**src/rtl/dma_evt_pkg.sv**
```systemverilog
package dma_evt_pkg;
  localparam int unsigned DONE_LSB = 0;
  localparam int unsigned ACT_BIT  = 8;
  localparam int unsigned PROC_LSB = 16;
  localparam int unsigned CFG_W    = 3;
endpackage

```
**src/rtl/dma_evt_done_ctr.sv**
```systemverilog
module dma_evt_done_ctr #(
  parameter int unsigned CNT_W = 6
) (
  input  logic             clk_i,
  input  logic             rst_ni,
  input  logic             evt_i,
  output logic [CNT_W-1:0] cnt_o
);
  logic [CNT_W-1:0] cnt_q;

  // wraps naturally at 2**CNT_W
  always_ff @(posedge clk_i or negedge rst_ni) begin
    if (!rst_ni)    cnt_q <= '0;
    else if (evt_i) cnt_q <= cnt_q + 1'b1;
  end

  assign cnt_o = cnt_q;
endmodule

```
**src/rtl/dma_evt_ack_reg.sv**
```systemverilog
module dma_evt_ack_reg #(
  parameter int unsigned CNT_W = 6
) (
  input  logic             clk_i,
  input  logic             rst_ni,
  input  logic             evt_i,
  input  logic             wr_i,
  input  logic [CNT_W-1:0] wr_proc_i,
  input  logic             wr_act_i,
  output logic [CNT_W-1:0] proc_o,
  output logic             act_o
);
  logic [CNT_W-1:0] proc_q;
  logic             act_q;

  always_ff @(posedge clk_i or negedge rst_ni) begin
    if (!rst_ni)   proc_q <= '0;
    else if (wr_i) proc_q <= wr_proc_i;
  end

  // event wins over a clearing write
  always_ff @(posedge clk_i or negedge rst_ni) begin
    if (!rst_ni)                  act_q <= 1'b0;
    else if (evt_i)               act_q <= 1'b1;
    else if (wr_i && !wr_act_i)   act_q <= 1'b0;
  end

  assign proc_o = proc_q;
  assign act_o  = act_q;
endmodule

```
**src/rtl/dma_evt_irq_gen.sv**
```systemverilog
module dma_evt_irq_gen #(
  parameter int unsigned CNT_W = 6,
  parameter int unsigned CFG_W = 3
) (
  input  logic             clk_i,
  input  logic             rst_ni,
  input  logic [CFG_W-1:0] cfg_i,
  input  logic [CNT_W-1:0] done_i,
  input  logic [CNT_W-1:0] proc_i,
  output logic             irq_o
);
  logic pending;
  logic irq_q;

  assign pending = (done_i != proc_i);

  always_ff @(posedge clk_i or negedge rst_ni) begin
    if (!rst_ni) irq_q <= 1'b0;
    else         irq_q <= (&cfg_i) & pending;
  end

  assign irq_o = irq_q;
endmodule

```
**src/rtl/dma_evt_ctr.sv**
```systemverilog
module dma_evt_ctr
  import dma_evt_pkg::*;
#(
  parameter int unsigned CNT_W  = 6,
  parameter int unsigned DATA_W = 32
) (
  input  logic              clk_i,
  input  logic              rst_ni,
  input  logic              evt_i,
  input  logic              wr_i,
  input  logic [DATA_W-1:0] wdata_i,
  input  logic [CFG_W-1:0]  irq_cfg_i,
  output logic [DATA_W-1:0] rdata_o,
  output logic              irq_o
);
  localparam int unsigned PROC_MSB = PROC_LSB + CNT_W - 1;
  localparam int unsigned DONE_MSB = DONE_LSB + CNT_W - 1;

  logic [CNT_W-1:0] done_cnt;
  logic [CNT_W-1:0] proc_cnt;
  logic             act_flag;
  logic             unused_wdata;

  assign unused_wdata = ^wdata_i;

  dma_evt_done_ctr #(.CNT_W(CNT_W)) u_done (
    .clk_i (clk_i),
    .rst_ni(rst_ni),
    .evt_i (evt_i),
    .cnt_o (done_cnt)
  );

  dma_evt_ack_reg #(.CNT_W(CNT_W)) u_ack (
    .clk_i    (clk_i),
    .rst_ni   (rst_ni),
    .evt_i    (evt_i),
    .wr_i     (wr_i),
    .wr_proc_i(wdata_i[PROC_MSB:PROC_LSB]),
    .wr_act_i (wdata_i[ACT_BIT]),
    .proc_o   (proc_cnt),
    .act_o    (act_flag)
  );

  dma_evt_irq_gen #(.CNT_W(CNT_W), .CFG_W(CFG_W)) u_irq (
    .clk_i (clk_i),
    .rst_ni(rst_ni),
    .cfg_i (irq_cfg_i),
    .done_i(done_cnt),
    .proc_i(proc_cnt),
    .irq_o (irq_o)
  );

  // readback word, one bit at a time by field position
  for (genvar b = 0; b < DATA_W; b++) begin : g_rd
    if (b >= DONE_LSB && b <= DONE_MSB) begin : g_done
      assign rdata_o[b] = done_cnt[b-DONE_LSB];
    end else if (b >= PROC_LSB && b <= PROC_MSB) begin : g_proc
      assign rdata_o[b] = proc_cnt[b-PROC_LSB];
    end else if (b == ACT_BIT) begin : g_act
      assign rdata_o[b] = act_flag;
    end else begin : g_zero
      assign rdata_o[b] = 1'b0;
    end
  end
endmodule

```
**config.mk**
```make
export PLATFORM = sky130hd
export DESIGN_NAME = dma_evt_ctr
export DESIGN_NICKNAME = d
export VERILOG_FILES = /design/src/rtl/dma_evt_pkg.sv /design/src/rtl/dma_evt_done_ctr.sv /design/src/rtl/dma_evt_ack_reg.sv /design/src/rtl/dma_evt_irq_gen.sv /design/src/rtl/dma_evt_ctr.sv
export SDC_FILE = /design/constraint.sdc
export NUM_CORES = 1
export LEC_CHECK = 0
export CAP_MARGIN = 20
export CORE_MARGIN = 2
export CORE_UTILIZATION = 30
export DETAILED_ROUTE_END_ITERATION = 8
export GPL_TIMING_DRIVEN = 1
export PLACE_DENSITY = 0.8
export SLEW_MARGIN = 20
export SYNTH_ARGS = -nofsm -noshare
export SYNTH_HDL_FRONTEND = slang
export SYNTH_SLANG_ARGS = --single-unit
```
**constraint.sdc**
```tcl
create_clock -name clk_i -period 1.5 [get_ports clk_i]
set_input_delay 0.15 -clock clk_i [delete_from_list [all_inputs] [get_ports clk_i]]
set_output_delay 0.15 -clock clk_i [all_outputs]
set_load 0.05 [all_outputs]
```
==> impl_metrics.py <==
metrics = {
    "outcome": {
        "status": "completed",
    },
    "setup_path": {
        "crit_type": "flop to flop",
        "cp.arrival_ns": 1.36,
        "reg2reg_from": "u_done.cnt_o[0]",
        "end_kind": "flop",
        "cp-startpoint": "u_done.cnt_o[0]",
        "required_ns": 1.66,
        "crit_fanout": 5,
        "startpoint_type": "flop",
    },
    "logic_synthesis": {
        "ys_seq_area_frac": 0.458,
        "yosys_warnings": 0,
        "avgSynthCellArea_sq_um": 11.6,
        "synth.distinct_cells": 18,
        "ys_seq_elements": 14,
        "syn-cell-area_sq_um": 764,
        "netlist_instances": 66,
    },
    "finish": {
        "fillers": 244,
        "area_growth_pct": 38.1,
        "fin_nets": 136,
        "antenna_cells": 0,
        "drive_gt1_frac": 0.305,
    },
    "pwr": {
        "vdd_drop_max_uv": 1470,
        "powerDensity_nw_per_um2": 1920,
        "leakagePower_uw": 0.000499,
    },
    "sta": {
        "post-route-period-util": 0.800,
        "finalSetupTns_ns": 0,
        "fin_crit_ns": 1.20,
        "fin_skew_ns": 0.00644,
        "fmax_ghz": 0.833,
        "setup_violations": 0,
        "final-hold-violation-count": 0,
        "finalMaxSlewViolations": 0,
        "rsz0062_at_grt": "no",
        "whs_ns": 0.180,
    },
    "cts": {
        "cts_tree": "built",
        "cts_resized": 0,
        "cts_setup_buffers": 0,
        "h-tree-depth": 1,
        "cts_root_buf": "clkbuf_4",
        "clockBufferDepth": 2,
        "cts_buffers": 3,
        "clkTransAtPathRegs_ns": 0.09,
        "cts-hold-fix-buffers": 0,
        "clkLatencyLatePin_ns": 0.28,
        "cts_sinks": 14,
    },
    "die": {
        "core-area_sq_um": 2450,
        "start_util": 0.311,
        "die_w_microns": 54.5,
        "die-area_sq_um": 2970,
        "num_io_pins": 72,
        "rows": 18,
        "dieHeight_microns": 54.5,
    },
    "drt": {
        "wl_met2_microns": 555,
        "maxUsedRoutingLayer": "met3",
        "route.detailed.wl_per_inst_microns": 10.4,
        "drt_wl_total_microns": 1300,
        "drc": 0,
        "first_pass_iters": 3,
        "met3WireLength_microns": 196,
        "vias": 485,
        "dr.first_iter.drc_count": 4,
        "wl_met1_microns": 544,
        "viasPerCell": 3.88,
        "ant_nets": 0,
    },
    "global_route": {
        "grt_pass1_wl_microns": 2080,
        "grt_max_degree": 15,
        "grt.total_usage": 0.102,
        "gr-total-overflow": 0,
        "antenna_found_initial": 0,
        "grt_pass1_vias": 474,
    },
    "run": {
        "max-cap-violations": 0,
    },
    "min_path": {
        "hp-class": "input port to async pin",
    },
    "placement": {
        "gp_congestion": 0.668,
        "port_buffers": 27,
    },
}
## cells in the mapped netlist
cell / count / share of area
nand4_2: 1 / 0.016
dfrtp_1: 14 / 0.46
buf_2: 1 / 0.0065
conb_1: 1 / 0.0049
xor2_1: 8 / 0.092
ha_1: 1 / 0.016
xnor2_1: 3 / 0.034
a21oi_1: 1 / 0.0065
nor2_2: 1 / 0.0082
nand4_1: 1 / 0.0082
nor2_1: 1 / 0.0049
nand2_1: 2 / 0.0098
nor4_1: 1 / 0.0082
nand3_1: 1 / 0.0065
buf_4: 20 / 0.20
a21o_2: 1 / 0.011
nand2b_1: 1 / 0.0082
mux2_2: 7 / 0.10
## layout by cell type, fill, tap and decap left out
cell	count
conb_1	19
dfrtp_1	14
clkdlybuf4s50_1	13
buf_4	10
xor2_1	8
mux2_2	7
buf_12	5
xnor2_1	3
clkbuf_4	3
nand2_1	2
nor2_1	1
nor4_1	1
nand3_1	1
a21oi_1	1
nand2b_1	1
a21o_2	1
nand4_2	1
nor2_2	1
nand4_1	1
ha_1	1
clkbuf_8	1
## metal layers
metal / GRT usage / vias up
met3: 0.0628 / 0
met4: 0.0125 / 0
met5: 0 / -
met1: 0.120 / 210
met2: 0.163 / 40
li1: - / 235
## logic make-up (layout without fill, tap and decap cells)
logic type / count (synthesis) / count (layout) / share of synthesized area
buffers and inverters: 21 / 32 / 0.203
flip-flops: 14 / 14 / 0.458
XOR/XNOR: 11 / 11 / 0.126
AND/OR/NAND/NOR: 9 / 9 / 0.0704
multiplexers: 7 / 7 / 0.103
AO/OA/AOI/OAI: 2 / 2 / 0.0180
adder cells (fa/ha/maj): 1 / 1 / 0.0164
other: 1 / 19 / 0.00491
## flip-flops by register name, indices dropped and copies added (netlist names)
name	flops
u_ack.proc_o	6
u_done.cnt_o	6
u_ack.act_o	1
u_irq.irq_o	1
## metrics by stage
step	std cells	setup slack [ns]	utilization	cell area, sq um	power, uW
after floorplan	84	0.116	-	832	1330
final	125	0.300	0.430	1060	2020
after CTS	125	0.289	0.430	1060	2050
after detailed placement	121	0.162	0.415	1020	1770
after global placement	121	0.182	0.415	1020	1750
after global routing	125	0.234	0.430	1060	2150
## worst max-delay path, stage by stage, from the launching register on
cell and delay [ns]:
dfrtp_1 0.48, xor2_1 0.20, nor4_1 0.29, a21oi_1 0.11
## worst paths after layout
path | to | slack, ns | cells past startpoint
max | u_irq.irq_o | 0.30 | 3
min | u_ack.proc_o[2] | 0.18 | 2
max reg2reg | u_irq.irq_o | 0.30 | 3
min reg2reg | u_ack.act_o | 0.50 | 1
max in group asynchronous | u_ack.proc_o[5] | 1.15 | 2
min in group clk_i | u_irq.irq_o | 0.43 | 3
## final cells by class
cell class,count,area (sq um),share of cell area
clock buffers,4,36.3,0.0344
multi-input cells,49,327,0.309
flip-flops and latches,14,350,0.332
well taps,30,37.5,0.0355
repair buffers,28,305,0.289
## power by group
group / switching, uW / internal (uW)
clock: 122 / 148
combinational: 616 / 470
sequential: 187 / 480
(Power assumes the default switching activity.)
